**config.mk**
```make
export PLATFORM = sky130hd
export DESIGN_NAME = pwr_bit_rx
export DESIGN_NICKNAME = d
export VERILOG_FILES = /design/src/rtl/pwr_pkg.sv /design/src/rtl/pwr_tick_gen.sv /design/src/rtl/pwr_line_sync.sv /design/src/rtl/pwr_width_meter.sv /design/src/rtl/pwr_bit_rx.sv
export SDC_FILE = /design/constraint.sdc
export NUM_CORES = 1
export LEC_CHECK = 0
export ABC_CLOCK_PERIOD_IN_PS = 22300
export BUFFER_PORTS_ARGS = -buffer_cell sky130_fd_sc_hd__buf_2
export CAP_MARGIN = 20
export CELL_PAD_IN_SITES_DETAIL_PLACEMENT = 0
export CELL_PAD_IN_SITES_GLOBAL_PLACEMENT = 1
export CORE_MARGIN = 3
export CORE_UTILIZATION = 49
export DETAILED_ROUTE_END_ITERATION = 10
export GPL_ROUTABILITY_DRIVEN = 0
export PLACE_DENSITY_LB_ADDON = 0.25
export SKIP_LAST_GASP = 1
export SYNTH_ARGS = -nofsm -noshare
export SYNTH_HDL_FRONTEND = slang
export SYNTH_SLANG_ARGS = --single-unit
```
**constraint.sdc**
```tcl
create_clock -name clk_i -period 22.3 [get_ports clk_i]
set_input_delay 4.46 -clock clk_i [delete_from_list [all_inputs] [get_ports clk_i]]
set_output_delay 4.46 -clock clk_i [all_outputs]
set_load 0.1 [all_outputs]
```
**src/rtl/pwr_pkg.sv**
```systemverilog
// Package: shared helpers for the pulse-width bit receiver.
// Assumes: callers pass tick counts that fit in 32 bits.
package pwr_pkg;

    // Watchdog limit in ticks: 110% of the nominal group length, rounded down.
    function automatic int unsigned wd_limit(input int unsigned bit_ticks,
                                             input int unsigned nbits);
        return (bit_ticks * 11 * nbits) / 10;
    endfunction

endpackage

```
**src/rtl/pwr_tick_gen.sv**
```systemverilog
// Module: pwr_tick_gen
// Produces a one-cycle tick enable every DIV clock cycles; DIV of 1 gives a
// constant enable. Assumes DIV >= 1.
module pwr_tick_gen #(
    parameter int DIV = 2
) (
    input  logic clk_i,
    input  logic rst_ni,
    output logic tick_o
);
    generate
        if (DIV <= 1) begin : g_pass
            assign tick_o = 1'b1;
        end else begin : g_div
            localparam int CW = $clog2(DIV);
            logic [CW-1:0] cnt_q;

            // Free-running divider; the tick fires at the terminal count.
            always_ff @(posedge clk_i) begin
                if (!rst_ni)                          cnt_q <= '0;
                else if (cnt_q == CW'(DIV - 1))       cnt_q <= '0;
                else                                  cnt_q <= cnt_q + 1'b1;
            end

            assign tick_o = (cnt_q == CW'(DIV - 1));
        end
    endgenerate
endmodule

```
**src/rtl/pwr_line_sync.sv**
```systemverilog
// Module: pwr_line_sync
// Brings the asynchronous line into the clock domain with two flops and
// flags rising and falling edges of the synchronised level. Assumes the line
// idles high, so reset loads ones and no edge is seen out of reset.
module pwr_line_sync (
    input  logic clk_i,
    input  logic rst_ni,
    input  logic line_i,
    output logic lvl_o,
    output logic fall_o,
    output logic rise_o
);
    logic [1:0] sync_q;
    logic       prev_q;

    // Two-stage synchroniser followed by a one-cycle history flop.
    always_ff @(posedge clk_i) begin
        if (!rst_ni) begin
            sync_q <= 2'b11;
            prev_q <= 1'b1;
        end else begin
            sync_q <= {sync_q[0], line_i};
            prev_q <= sync_q[1];
        end
    end

    assign lvl_o  = sync_q[1];
    assign fall_o = prev_q & ~sync_q[1];
    assign rise_o = ~prev_q & sync_q[1];
endmodule

```
**src/rtl/pwr_width_meter.sv**
```systemverilog
// Module: pwr_width_meter
// Counts ticks while the synchronised line is low and classifies the
// interval on the rising edge: shorter than THRESH ticks gives a 1. A
// strobe is produced only when the falling edge was seen while armed, so a
// low interval that began before arming is discarded. Assumes THRESH >= 1.
module pwr_width_meter #(
    parameter int THRESH = 208
) (
    input  logic clk_i,
    input  logic rst_ni,
    input  logic arm_i,
    input  logic clr_i,
    input  logic tick_i,
    input  logic lvl_i,
    input  logic fall_i,
    input  logic rise_i,
    output logic bit_stb_o,
    output logic bit_val_o
);
    localparam int WW = $clog2(THRESH + 1);

    logic [WW-1:0] wid_q;
    logic          seen_q;

    // Low-interval counter; restarts on a fall and saturates at the threshold.
    always_ff @(posedge clk_i) begin
        if (!rst_ni) begin
            wid_q <= '0;
        end else if (fall_i) begin
            wid_q <= tick_i ? WW'(1) : '0;
        end else if (!lvl_i && tick_i && (wid_q < WW'(THRESH))) begin
            wid_q <= wid_q + 1'b1;
        end
    end

    // Remembers that the current low interval began while armed.
    always_ff @(posedge clk_i) begin
        if (!rst_ni || clr_i || !arm_i) seen_q <= 1'b0;
        else if (fall_i)                seen_q <= 1'b1;
        else if (rise_i)                seen_q <= 1'b0;
    end

    assign bit_stb_o = rise_i & seen_q & arm_i & ~clr_i;
    assign bit_val_o = (wid_q < WW'(THRESH));
endmodule

```
**src/rtl/pwr_bit_rx.sv**
```systemverilog
// Module: pwr_bit_rx (top)
// Collects a group of 1..MAX_BITS pulse-width coded bits MSB-first, counts
// the ones, and guards the group with a watchdog of 110% of its nominal
// length. Assumes MAX_BITS >= 2; tick-based parameters are in TICK_DIV units.
module pwr_bit_rx #(
    parameter int MAX_BITS     = 8,
    parameter int TICK_DIV     = 2,
    parameter int THRESH_TICKS = 208,
    parameter int BIT_TICKS    = 316,
    localparam int CW          = $clog2(MAX_BITS + 1)
) (
    input  logic                clk_i,
    input  logic                rst_ni,
    input  logic                line_i,
    input  logic                start_i,
    input  logic [CW-1:0]       nbits_i,
    output logic [MAX_BITS-1:0] value_o,
    output logic [CW-1:0]       ones_o,
    output logic                valid_o,
    output logic                timeout_o
);
    localparam int WD_MAX = (BIT_TICKS * 11 * MAX_BITS) / 10;
    localparam int WDW    = $clog2(WD_MAX + 2);

    logic                tick;
    logic                lvl, fall, rise;
    logic                bit_stb, bit_val;
    logic                busy_q;
    logic [MAX_BITS-1:0] sh_q;
    logic [CW-1:0]       ones_q, got_q, want_q, n_eff;
    logic [WDW-1:0]      wd_q, lim_q;
    logic                valid_q, tout_q;
    logic                last_bit, expired;

    pwr_tick_gen #(.DIV(TICK_DIV)) u_tick (
        .clk_i (clk_i), .rst_ni (rst_ni), .tick_o (tick)
    );

    pwr_line_sync u_sync (
        .clk_i (clk_i), .rst_ni (rst_ni), .line_i (line_i),
        .lvl_o (lvl), .fall_o (fall), .rise_o (rise)
    );

    pwr_width_meter #(.THRESH(THRESH_TICKS)) u_meter (
        .clk_i (clk_i), .rst_ni (rst_ni), .arm_i (busy_q), .clr_i (start_i),
        .tick_i (tick), .lvl_i (lvl), .fall_i (fall), .rise_i (rise),
        .bit_stb_o (bit_stb), .bit_val_o (bit_val)
    );

    // Requested count with out-of-range values mapped to a full group.
    always_comb begin
        if (nbits_i == '0 || nbits_i > CW'(MAX_BITS)) n_eff = CW'(MAX_BITS);
        else                                          n_eff = nbits_i;
    end

    assign last_bit = bit_stb && (got_q + 1'b1 == want_q);
    assign expired  = (wd_q > lim_q);

    // Group sequencer: start, shift, complete or abort on watchdog expiry.
    always_ff @(posedge clk_i) begin
        if (!rst_ni) begin
            busy_q  <= 1'b0;
            sh_q    <= '0;
            ones_q  <= '0;
            got_q   <= '0;
            want_q  <= '0;
            wd_q    <= '0;
            lim_q   <= '0;
            valid_q <= 1'b0;
            tout_q  <= 1'b0;
        end else begin
            valid_q <= 1'b0;
            tout_q  <= 1'b0;
            if (start_i) begin
                busy_q <= 1'b1;
                sh_q   <= '0;
                ones_q <= '0;
                got_q  <= '0;
                want_q <= n_eff;
                wd_q   <= '0;
                lim_q  <= WDW'(pwr_pkg::wd_limit(BIT_TICKS, 32'(n_eff)));
            end else if (busy_q) begin
                if (tick) wd_q <= wd_q + 1'b1;
                if (bit_stb) begin
                    sh_q   <= {sh_q[MAX_BITS-2:0], bit_val};
                    ones_q <= ones_q + CW'(bit_val);
                    got_q  <= got_q + 1'b1;
                end
                if (last_bit) begin
                    busy_q  <= 1'b0;
                    valid_q <= 1'b1;
                end else if (expired) begin
                    busy_q <= 1'b0;
                    sh_q   <= '0;
                    ones_q <= '0;
                    tout_q <= 1'b1;
                end
            end
        end
    end

    assign value_o   = sh_q;
    assign ones_o    = ones_q;
    assign valid_o   = valid_q;
    assign timeout_o = tout_q;
endmodule

```
* Word level (Yosys, flattened, before mapping)
Cells that the tools add are included.
** Word-level totals
- Register bits :: 60
- Logic and storage cells :: 71
- Output and inout bits :: 14
** Cells by class
- Add/subtract/negate cells :: 5
- Multiply operators :: 1
- Multiplexer cells :: 18
- Order comparisons :: 3
- Equality and inequality tests :: 1
- Div/mod/pow operators :: 1
- Bitwise gates (word level) :: 10
- Reductions and logical operators :: 18
** Operators with widths (count)
- $mux W8 :: 5
- $div A16 B4 Y32 const B :: 1
- $mux W4 :: 4
- $mul A10 B4 Y14 const A :: 1
- $add A12 B1 Y12 const B :: 1
- $gt A12 B12 Y1 :: 1
- $mux W1 :: 9
- $add A8 B1 Y8 const B :: 1
- $lt A8 B8 Y1 const B :: 1
- $and A1 B1 Y1 :: 5
- $not A1 Y1 :: 5
- $add A4 B1 Y4 :: 1
- $add A4 B1 Y4 const B :: 1
- $eq A4 B4 Y1 :: 1
- $gt A4 B4 Y1 const B :: 1
- $logic_not A4 Y1 :: 1
- $reduce_and A2 Y1 :: 2
- $reduce_bool A2 Y1 :: 2
- $reduce_or A2 Y1 :: 2
- $reduce_or A4 Y1 :: 1
- $logic_and A1 B1 Y1 :: 3
- $logic_not A1 Y1 :: 3
- $logic_or A1 B1 Y1 :: 3
- $reduce_or A3 Y1 :: 1
- $add A1 B1 Y1 const B :: 1

* Depth between registers and ports, before layout
Gate-level depths: netlist of the first run.
- Depth after elaboration :: 9
- Mapped depth :: 62
- Depth with buffers taken out :: 50

* Hierarchy
A second synthesis of the first run with hierarchy kept.
** Second synthesis, totals
- Cells, all modules :: 1386
- Area, all modules :: 10277.4 sq um
** By module, submodules not included
- pwr_bit_rx :: cells an instance 1326, sequential area each 940.9 sq um, instances 1, area each 9685.5 sq um
- pwr_width_meter :: cells an instance 50, sequential area each 180.2 sq um, instances 1, area each 466.7 sq um
- pwr_line_sync :: cells an instance 8, sequential area each 60.1 sq um, instances 1, area each 91.3 sq um
- pwr_tick_gen :: cells an instance 2, sequential area each 20.0 sq um, instances 1, area each 33.8 sq um

* Worst setup path after synthesis of the first run
Ideal clock, no wire load.
- Kind :: input to register
- Start point :: input nbits_i[2]
- End point :: register lim_q[0]
- Library setup time :: 131 ps
- Path buffers :: 6
- Data required time :: 22169 ps
- Slack :: 5339 ps
- Stages on the path :: 51
- Data arrival time :: 16830 ps
- Cells stage by stage :: nor2b_1 clkbuf_1 clkbuf_1 ha_1 ha_1 ha_1 buf_6 a21o_1 a211oi_2 or4b_4 nand4_4 inv_2 ha_1 inv_1 o211ai_1 and2_1 nor3_2 or4_1 [15 not listed] a22o_1 a211oi_2 o2111ai_2 nor4_4 a31oi_1 a211oi_2 and4bb_1 buf_4 and2_1 buf_4 xnor2_1 ha_1 maj3_1 a211o_1 nor3_1 o21ai_0 a221oi_1 a31oi_1
** On the way
- Cells in the longest elaborated chain, start to end :: 5
** Ends and longest elaborated chain
- start: declaration :: line pwr_bit_rx.sv:16 : input logic [CW-1:0] nbits_i,
- $gt A4 B4 Y1 or $logic_not A4 Y1 (tied branches) :: line pwr_bit_rx.sv:52 : if (nbits_i == '0 || nbits_i > CW'(MAX_BITS)) n_eff = CW'(MAX_BITS);
- $logic_or A1 B1 Y1 :: line pwr_bit_rx.sv:52
- $mux W4 * :: line pwr_bit_rx.sv:52
- net n_eff[2] :: line pwr_bit_rx.sv:30 : logic [CW-1:0] ones_q, got_q, want_q, n_eff;
- $mul A10 B4 Y14 * :: line pwr_pkg.sv:8 : return (bit_ticks * 11 * nbits) / 10;
- $div A16 B4 Y32 * :: line pwr_pkg.sv:8
- end signal: assignment :: line pwr_bit_rx.sv:81 : lim_q <= WDW'(pwr_pkg::wd_limit(BIT_TICKS, 32'(n_eff)));
- end: declaration :: line pwr_bit_rx.sv:31 : logic [WDW-1:0] wd_q, lim_q;
Mark *: on every way through the listed nets, which the timed path passes. The rest lies on a longest branch.
A chain may end at the register's enable or synchronous reset.

* Final worst setup path of the first run
- Start point :: input nbits_i[3]
- End point :: register lim_q[0]
** On the way
- Cells in the longest elaborated chain, start to end :: 5
** Ends and longest elaborated chain (line)
- $gt A4 B4 Y1 or $logic_not A4 Y1 (tied branches) :: pwr_bit_rx.sv:52
- $logic_or A1 B1 Y1 * :: pwr_bit_rx.sv:52
- $mux W4 * :: pwr_bit_rx.sv:52
- net n_eff[1] :: pwr_bit_rx.sv:30
- $mul A10 B4 Y14 * :: pwr_pkg.sv:8
- $div A16 B4 Y32 * :: pwr_pkg.sv:8
Marked as above.

==> results of run 1 <==
==> layer usage <==
layer	up-vias	track usage, %	share of wire (%)
met5	-	0	0
met1	4809	37.4	48
li1	4978	-	-
met2	418	40.5	44
met3	49	2.36	6.3
met4	0	6.07	1.8
==> state kept, by name, indices dropped and copies added, names as in the netlist <==
| register | flops |
|---|---|
| lim_q | 12 |
| wd_q | 12 |
| u_meter.wid_q | 8 |
| value_o | 8 |
| got_q | 4 |
| ones_o | 4 |
| want_q | 4 |
| u_sync.sync_q | 2 |
| busy_q | 1 |
| timeout_o | 1 |
| u_meter.seen_q | 1 |
| u_sync.prev_q | 1 |
| u_tick.tick_o | 1 |
| valid_o | 1 |
==> worst paths after layout <==
| check | endpoint | cells after the start | slack (ns) | start |
|---|---|---|---|---|
| max | lim_q[0] | 48 | 2.42 | nbits_i[3] |
| min | u_sync.sync_q[1] | 1 | 0.42 | u_sync.sync_q[0] |
| max reg2reg | value_o[6] | 11 | 19.37 | lim_q[5] |
| min reg2reg | u_sync.sync_q[1] | 1 | 0.42 | u_sync.sync_q[0] |
==> critical path: cells and delay by family <==
| kind | cells | cell delay (ns) |
|---|---|---|
| muxes | 1 | 0.51 |
| xor gates and xnor gates | 1 | 0.16 |
| buffers and inverters | 4 | 0.82 |
| adders and majority gates | 6 | 2.25 |
| AOI/OAI and AO/OA | 17 | 4.90 |
| and+or+nand+nor | 19 | 6.96 |
==> placed cells by master (no fill, tap or decap), types with 28 or more instances in the layout <==
cell	n
nor2_1	151
nand2_1	111
a21oi_1	79
nand3_1	62
dfxtp_1	60
o21ai_0	53
xnor2_1	49
nor3_1	46
ha_1	43
xor2_1	28
a211oi_1	28
==> final cells by class <==
| cell class | instances | share of cell area, % |
|---|---|---|
| Timing Repair Buffer | 28 | 1.55 |
| Clock inverter | 7 | 0.738 |
| Multi-Input combinational cell | 1162 | 79.4 |
| Tap cell | 260 | 3.20 |
| Clock buffer | 9 | 2.21 |
| Inverter | 29 | 1.07 |
| Sequential cell | 60 | 11.8 |
==> cells by family (layout without fill, tap and decap cells) <==
kind of cell | after synthesis | after routing | synth area share (%)
AND/OR/NAND/NOR | 568 | 568 | 31.9
AO/OA/AOI/OAI | 433 | 433 | 34.1
buffers and inverters | 79 | 73 | 3.79
flip-flops | 60 | 60 | 12.4
adder cells (fa/ha/maj) | 46 | 46 | 6.09
multiplexers | 31 | 31 | 3.44
XOR/XNOR | 84 | 84 | 8.17
==> through the flow <==
stage	hold slack, ns	std cells	area (um^2)
global route	0.438	1555	10200
finish	0.417	1555	10200
floorplan	0.386	1301	9650
global placement	0.422	1538	9870
detailed placement	0.405	1538	9870
CTS	0.419	1554	10200
==> summary.md, run 1 <==
| Metric | Value |
|---|---|
| Outcome | `finished, final reports clean` |
| Drt drc | `0` |
| CTS tree | `done` |
| Final ANT Viol Nets | `0` |
| Cell mode on critical path | `ha_1` |
| Diode count | `0` |
| Register Area | `1200 um^2` |
| Vias | `10.3k` |
| Cts hold-fix bufs | `0` |
| Fin Setup TNS | `0 ns` |
| Final WL | `28,400 um` |
| Measured slew at the worst slew-check pin | `1.04 ns` |
| Detail Placement HPWL | `22,300 um` |
| Ys flop type | `dfxtp_1` |
| Die X | `146 um` |
| Global route overflow | `0` |
| RSZ-0062 raised after global routing | `no` |
| Die ar. | `21,400 um^2` |
| Initial drt markers | `855` |
| H-tree depth | `3` |
| Routed WL per cell | `18.3 um` |
| Slew headroom | `30.4%` |
| Worst Setup Start Kind | `input pin` |
| Max incr delay on CP | `0.84 ns` |
| Top-count cell post-synth | `nor2_1` |
| Max-capacitance violation count | `0` |
| Netlist cell types | `124` |
| Class of the most critical setup path | `input pin to register` |
| Clk_lat worst skew | `0.32 ns` |
| Post-synth top area share | `12.4%` |
| Most instantiated cells after synthesis | `nor2_1, nand2_1, a21oi_1` |
| Tmin final | `19.88 ns` |
| Clock-pin transition on the worst setup and hold timing paths | `0.05 ns` |
| Tot GR Track Use | `25.5%` |
| Largest area contributor in the netlist | `dfxtp_1` |
| Synthesized area | `9650 um^2` |
| Port bufs | `21` |
| Pre-CTS setup slack | `1.86 ns` |
| Initial DRT Pass Iterations | `6` |
| Die Ht | `146 um` |
| Post-CTS Setup Bufs | `0` |
| Fillers | `1,904` |
| Initial antenna violation count | `0` |
| Setup Skew | `0.00748 ns` |
| CTS Buf Count | `9` |
| # setup viols final | `0` |
| Layout Utilization | `53.5%` |
| Synth Register Bits | `60` |
| Syn avg cell area | `7.42 um^2` |
| Core area | `19,000 um^2` |
| Period utilization | `89.2%` |
| Gate Count Post-Synth | `1,301` |
| # rows | `50` |
| Crit path max-delay cell type | `nor2b_1` |
| Root buffer cell | `clkbuf_16` |
| Multi-input gate area | `8090 um^2` |
| Register area share after synthesis | `12.4%` |
| Ys Warns | `0` |
| Vias in the first global route | `9,396` |
| Async set or reset register ratio after synthesis | `0%` |
| Ranking of synthesized cells by area | `dfxtp_1, nor2_1, ha_1` |
| Initial Util | `50.8%` |
| First-pass GRT wire length | `47,200 um` |
| Clock Path Buffers | `2` |
| Share of post-route cells with drive strength above 1 | `12.4%` |
| Crit path DAT | `20.08 ns` |
| IO Pins | `22` |
| F_max | `50.3 MHz` |
| Req. time, crit path | `22.50 ns` |
| Largest net degree at the start of global routing | `35` |
| Final hold viol count | `0` |
| Final Slew Violations | `0` |
| Syn_nets | `1,354` |
| PostCTS Resize Cnt | `0` |
| Via density | `6.59` |
| Synth-to-Final Area Change | `5.46%` |
| Worst hold path type | `register to register` |
| Number of synthesized flops with an enable pin | `0` |
| Final setup margin | `2.42 ns` |
| Nets | `1,343` |
| CP max FO | `16` |
| CTS Sinks | `60` |
| CP endpoint kind | `register` |
Power of run 1 is not shown: default switching activity piles up to over one toggle a cycle in this logic, so the estimate is an artifact.
==> run 2, diff against run 1 <==
CELL_PAD_IN_SITES_DETAIL_PLACEMENT = 1   (was 0)
==> run 2 against run 1 <==
Against the previous run: cell count barely moved; wire length rose by 20%; count of clock-buffer cells in the layout did not move; highest routed layer unchanged.
==> summary.md, run 2 (same netlist as run 1, synthesis figures left out) <==
| Metric | Value |
|---|---|
| Outcome | `finished, final reports clean (unchanged)` |
| Port bufs | `21 (unchanged)` |
| Routed WL per cell | `21.9 um (was 18.3 um)` |
| Register Area | `1200 um^2 (unchanged)` |
| Via density | `6.82 (was 6.59)` |
| Final WL | `34,000 um (was 28,400 um)` |
| Fin area | `10,100 um^2 (was 10,200 um^2)` |
| Period utilization | `93.4% (was 89.2%)` |
| Class of the most critical setup path | `input pin to register (unchanged)` |
| Initial drt markers | `748 (was 855)` |
| Final Slew Violations | `0 (unchanged)` |
| Core area | `19,000 um^2 (unchanged)` |
| CTS tree | `done (unchanged)` |
| H-tree depth | `3 (unchanged)` |
| Slew headroom | `28.2% (was 30.4%)` |
| Largest regs | `lim_q: 12 flops, wd_q: 12 flops (unchanged)` |
| Largest net degree at the start of global routing | `35 (unchanged)` |
| Share of post-route cells with drive strength above 1 | `12.3% (was 12.4%)` |
| Measured slew at the worst slew-check pin | `1.08 ns (was 1.04 ns)` |
| Vias | `10.6k (was 10.3k)` |
| Tot GR Track Use | `30.7% (was 25.5%)` |
| Multi-input gate area | `8090 um^2 (unchanged)` |
| Max incr delay on CP | `0.90 ns (was 0.84 ns)` |
| Most frequent cells in the layout | `nor2_1, nand2_1, a21oi_1 (unchanged)` |
| Post-CTS Setup Bufs | `0 (unchanged)` |
| CP max FO | `15 (was 16)` |
| Drt drc | `0 (unchanged)` |
| Initial DRT Pass Iterations | `5 (was 6)` |
| IO Pins | `22 (unchanged)` |
| Die X | `146 um (unchanged)` |
| F_max | `48.0 MHz (was 50.3 MHz)` |
| Clock Path Buffers | `2 (unchanged)` |
| Fillers | `2,460 (was 1,904)` |
| Max-capacitance violation count | `0 (unchanged)` |
| CTS Sinks | `60 (unchanged)` |
| Die Ht | `146 um (unchanged)` |
| First-pass GRT wire length | `56,000 um (was 47,200 um)` |
| CTS Buf Count | `9 (unchanged)` |
| Vias in the first global route | `10.8k (was 9,396)` |
| # rows | `50 (unchanged)` |
| Diode count | `0 (unchanged)` |
| Setup Skew | `0.00609 ns (was 0.00748 ns)` |
| Tmin final | `20.83 ns (was 19.88 ns)` |
| Clk_lat worst skew | `0.33 ns (was 0.32 ns)` |
| Hold depth | `1 (unchanged)` |
| Req. time, crit path | `22.56 ns (was 22.50 ns)` |
| FF-to-FF Start | `wd_q[1] (was lim_q[5])` |
| Global route overflow | `0 (unchanged)` |
| Root buffer cell | `clkbuf_16 (unchanged)` |
| Placed inst area | `9870 um^2 (unchanged)` |
| Crit path DAT | `21.09 ns (was 20.08 ns)` |
| Worst reg-to-reg path cell count | `11 (unchanged)` |
| Initial antenna violation count | `0 (unchanged)` |
| Internal reg-to-reg setup slack | `19.21 ns (was 19.37 ns)` |
| Nets | `1,342 (was 1,343)` |
| Reg-to-reg endpoint | `value_o[0] (was value_o[6])` |
| RSZ-0062 raised after global routing | `no (unchanged)` |
| Hold EP | `u_sync.sync_q[1] (unchanged)` |
| CP endpoint kind | `register (unchanged)` |
| Worst hold path type | `register to register (unchanged)` |
| Final hold viol count | `0 (unchanged)` |
| # setup viols final | `0 (unchanged)` |
| Cts hold-fix bufs | `0 (unchanged)` |
| PostCTS Resize Cnt | `0 (unchanged)` |
| Commonest non-fill, non-tap cell in the layout | `nor2_1 (unchanged)` |
| Die ar. | `21,400 um^2 (unchanged)` |
| Clock-pin transition on the worst setup and hold timing paths | `0.06 ns (was 0.05 ns)` |
| Initial Util | `50.8% (unchanged)` |
| Detail Placement HPWL | `26,100 um (was 22,300 um)` |
| Worst Setup Start Kind | `input pin (unchanged)` |
| Fin Setup TNS | `0 ns (unchanged)` |
| Synth-to-Final Area Change | `5.13% (was 5.46%)` |
| Final ANT Viol Nets | `0 (unchanged)` |
| HP Start | `u_sync.sync_q[0] (unchanged)` |
| Crit path max-delay cell type | `a211oi_2 (was nor2b_1)` |
run 2: area by class of cell:
class / instances / area share (%)
timing repair buffer: 27 / 1.48
multi-input combinational: 1162 / 79.7
inverter: 29 / 1.07
clock inverter: 7 / 0.506
clock buffer: 9 / 2.22
tap: 260 / 3.21
sequential: 60 / 11.8
run 2: worst max path at each step:
stage | startpoint | to | slack (ns) | depth (start not counted)
after floorplan | nbits_i[2] | lim_q[0] | 5.34 | 51
after global placement | nbits_i[3] | lim_q[0] | 2.27 | 48
after detailed placement | nbits_i[3] | lim_q[0] | 1.64 | 48
after CTS | nbits_i[3] | lim_q[0] | 1.82 | 48
after global routing | nbits_i[3] | lim_q[0] | 0.28 | 48
final | nbits_i[3] | lim_q[0] | 1.47 | 45
run 2: routing by layer:
layer	global-route usage [%]	vias up	wire (um)
li1	-	4961	-
met1	41.5	5207	15500
met2	51.7	357	16000
met3	3.41	80	1650
met4	8.89	0	837
met5	0	-	0
run 2: worst max-delay path, delay by kind of cell:
kind                       cells  cell delay (ns)
xor gates and xnor gates       1             0.18
adders and majority gates      5             2.01
muxes                          2             0.89
and+or+nand+nor               16             6.27
AOI/OAI and AO/OA             19             6.58
buffers and inverters          2             0.67
run 2: per-stage QoR:
step | hold WS [ns] | cells | util (%) | setup slack (ns)
final | 0.452 | 1554 | 53.4 | 1.47
after global routing | 0.464 | 1554 | 53.4 | 0.281
after CTS | 0.460 | 1554 | 53.4 | 1.82
after detailed placement | 0.426 | 1538 | 51.9 | 1.64
after global placement | 0.422 | 1538 | 51.9 | 2.27
after floorplan | 0.386 | 1301 | - | 5.34
Power of run 2 is left out for the same reason.
==> run 3, diff against run 2 <==
ABC_AREA = 1   (was default)
CORE_UTILIZATION = 47   (was 49)
==> run 3 against run 2 <==
Against the previous run: die area rose by 12%; final area rose by 7.9%; count of clock-buffer cells in the layout did not move; via count fell by 0.55%; synthesized cell count rose by 26%; non-clock buffer count fell by 2; critical path type unchanged; critical endpoint unchanged.
==> summary.md, run 3 <==
| Metric | Value |
|---|---|
| Post-CTS Setup Bufs | `0 (unchanged)` |
| Vias in the first global route | `11.0k (was 10.8k)` |
| Post-synthesis mux area share | `0% (was 3.44%)` |
| Period utilization | `79.6% (was 93.4%)` |
| H-tree depth | `3 (unchanged)` |
| Main combinational cell family by area after synthesis | `simple AND/OR/NAND/NOR gates (was compound AO/OA/AOI/OAI gates)` |
| Core area | `21,400 um^2 (was 19,000 um^2)` |
| Final ANT Viol Nets | `0 (unchanged)` |
| Tmin final | `17.75 ns (was 20.83 ns)` |
| Cts hold-fix bufs | `0 (unchanged)` |
| Commonest non-fill, non-tap cell in the layout | `nand2_1 (was nor2_1)` |
| Final setup margin | `4.55 ns (was 1.47 ns)` |
| Outcome | `finished, final reports clean (unchanged)` |
| # setup viols final | `0 (unchanged)` |
| Detail Placement HPWL | `25,300 um (was 26,100 um)` |
| Synth-to-Final Area Change | `5.37% (was 5.13%)` |
| Synth Register Bits | `60 (unchanged)` |
| IO Pins | `22 (unchanged)` |
| Final hold viol count | `0 (unchanged)` |
| Initial drt markers | `478 (was 748)` |
| Most instantiated cells after synthesis | `nand2_1, inv_1, nand3_1 (was nor2_1, nand2_1, a21oi_1)` |
| Cell mode on critical path | `nand2_2` |
| Top-count cell post-synth | `nand2_1 (was nor2_1)` |
| CTS tree | `done (unchanged)` |
| Largest net degree at the start of global routing | `22 (was 35)` |
| Adder-cell share of the synthesized area | `5.56% (was 6.09%)` |
| Most frequent cells in the layout | `nand2_1, inv_1, nand3_1 (was nor2_1, nand2_1, a21oi_1)` |
| Synth Area in XOR/XNOR | `3.01% (was 8.17%)` |
| CP max FO | `20 (was 15)` |
| Post-synthesis simple-gate area fraction | `59.5% (was 31.9%)` |
| First-pass GRT wire length | `52,800 um (was 56,000 um)` |
| Global route overflow | `0 (unchanged)` |
| Largest regs | `lim_q: 12 flops, wd_q: 12 flops (unchanged)` |
| Netlist cell types | `57 (was 124)` |
| Share of post-route cells with drive strength above 1 | `23.5% (was 12.3%)` |
| Measured slew at the worst slew-check pin | `0.837 ns (was 1.08 ns)` |
| Max-capacitance violation count | `0 (unchanged)` |
| Number of synthesized flops with an enable pin | `0 (unchanged)` |
| # rows | `53 (was 50)` |
| CTS Sinks | `60 (unchanged)` |
| Fin Setup TNS | `0 ns (unchanged)` |
| Compound-cell area share of the yosys netlist | `8.51% (was 34.1%)` |
| Tot GR Track Use | `25.8% (was 30.7%)` |
| Ys flop type | `dfxtp_1 (unchanged)` |
| Nets | `1,699 (was 1,342)` |
| Ranking of synthesized cells by area | `nand2_1, dfxtp_1, inv_1 (was dfxtp_1, nor2_1, ha_1)` |
| PostCTS Resize Cnt | `0 (unchanged)` |
| Gate Count Post-Synth | `1,634 (was 1,301)` |
| Register area share after synthesis | `11.6% (was 12.4%)` |
| Synthesized area | `10,400 um^2 (was 9650 um^2)` |
| Port bufs | `21 (unchanged)` |
| Routed WL per cell | `16.0 um (was 21.9 um)` |
| Clk_lat worst skew | `0.34 ns (was 0.33 ns)` |
| Async set or reset register ratio after synthesis | `0% (unchanged)` |
| Vias | `10.5k (was 10.6k)` |
| Internal reg-to-reg setup slack | `19.31 ns (was 19.21 ns)` |
| Crit path max-delay cell type | `nand4_2 (was a211oi_2)` |
| Worst Setup Start Kind | `input pin (unchanged)` |
| Root buffer cell | `clkbuf_16 (unchanged)` |
| Die X | `155 um (was 146 um)` |
| Pre-CTS setup slack | `4.23 ns (was 1.64 ns)` |
| CP endpoint kind | `register (unchanged)` |
| Syn avg cell area | `6.36 um^2 (was 7.42 um^2)` |
| Setup Skew | `0.00665 ns (was 0.00609 ns)` |
| F_max | `56.3 MHz (was 48.0 MHz)` |
| Initial antenna violation count | `0 (unchanged)` |
| Final WL | `30,800 um (was 34,000 um)` |
| Diode count | `0 (unchanged)` |
| Initial Util | `48.7% (was 50.8%)` |
| Ys Warns | `0 (unchanged)` |
| Initial DRT Pass Iterations | `4 (was 5)` |
| RSZ-0062 raised after global routing | `no (unchanged)` |
| Final Slew Violations | `0 (unchanged)` |
| Critical path buffers and inverters | `9 (was 2)` |
| Die ar. | `23,900 um^2 (was 21,400 um^2)` |
| CTS Buf Count | `9 (unchanged)` |
| Req. time, crit path | `22.54 ns (was 22.56 ns)` |
| Placed inst area | `10,600 um^2 (was 9870 um^2)` |
| Worst hold path type | `register to register (unchanged)` |
| Clock-pin transition on the worst setup and hold timing paths | `0.06 ns (about the same)` |
| Via density | `5.48 (was 6.82)` |
| Drt drc | `0 (unchanged)` |
| Worst path top cell family by delay | `simple AND/OR/NAND/NOR gates (was compound AO/OA/AOI/OAI gates)` |
| Crit path DAT | `17.99 ns (was 21.09 ns)` |
| Slew headroom | `44.1% (was 28.2%)` |
| Largest area contributor in the netlist | `nand2_1 (was dfxtp_1)` |
| Clock Path Buffers | `2 (unchanged)` |
| Post-synth top area share | `14.2% (was 12.4%)` |
| Syn_nets | `1,687 (was 1,354)` |
| Class of the most critical setup path | `input pin to register (unchanged)` |
| Max incr delay on CP | `0.49 ns (was 0.90 ns)` |
| Fin area | `10,900 um^2 (was 10,100 um^2)` |
| Die Ht | `155 um (was 146 um)` |
[run 3: cell count changes in the layout (fill, tap and decap cells not counted), sizes merged, moves of 46 or more]
cell / change
nor2: +53
inv: +212
nand3: +145
nand4: +49
xnor2: -46
nand2: +431
[run 3: logic make-up (layout without fill, tap and decap cells)]
family          Yosys count  in the layout
flops                    60             60
simple gates           1067           1067
compound gates          149            149
buf+inv                 279            296
xor+xnor                 34             34
fa+ha+maj                45             45
[run 3: per-layer routing]
layer / share of wire [%] / GRT usage [%]
met5: 0 / 0
met4: 1.7 / 5.38
met3: 1.8 / 2.07
met2: 51 / 48.2
met1: 45 / 32.3
[run 3: path summary, 6_finish.rpt]
| path | from | endpoint | cells after the start |
|---|---|---|---|
| setup reg to reg | u_sync.sync_q[1] | value_o[0] | 9 |
| hold / removal | u_sync.sync_q[0] | u_sync.sync_q[1] | 1 |
| hold reg to reg | u_sync.sync_q[0] | u_sync.sync_q[1] | 1 |
| setup / recovery | nbits_i[3] | lim_q[0] | 77 |
[run 3: metrics by stage]
step / util (%) / hold WS [ns] / instances
2_1_floorplan: - / 0.393 / 1634
3_3_place_gp: 49.8 / 0.407 / 1910
3_5_place_dp: 49.8 / 0.419 / 1910
4_1_cts: 51.3 / 0.433 / 1926
5_1_grt: 51.3 / 0.444 / 1926
6_report: 51.3 / 0.421 / 1926
[run 3: cell type report]
cell class / count / area (um^2)
fillers: 3005 / 10400
multi-input cells: 1295 / 7960
flip-flops and latches: 60 / 1200
inverters: 255 / 987
well taps: 275 / 344
clock buffers: 9 / 225
repair buffers: 25 / 135
clock inverters: 7 / 98.8
Power of run 3 is left out for the same reason.
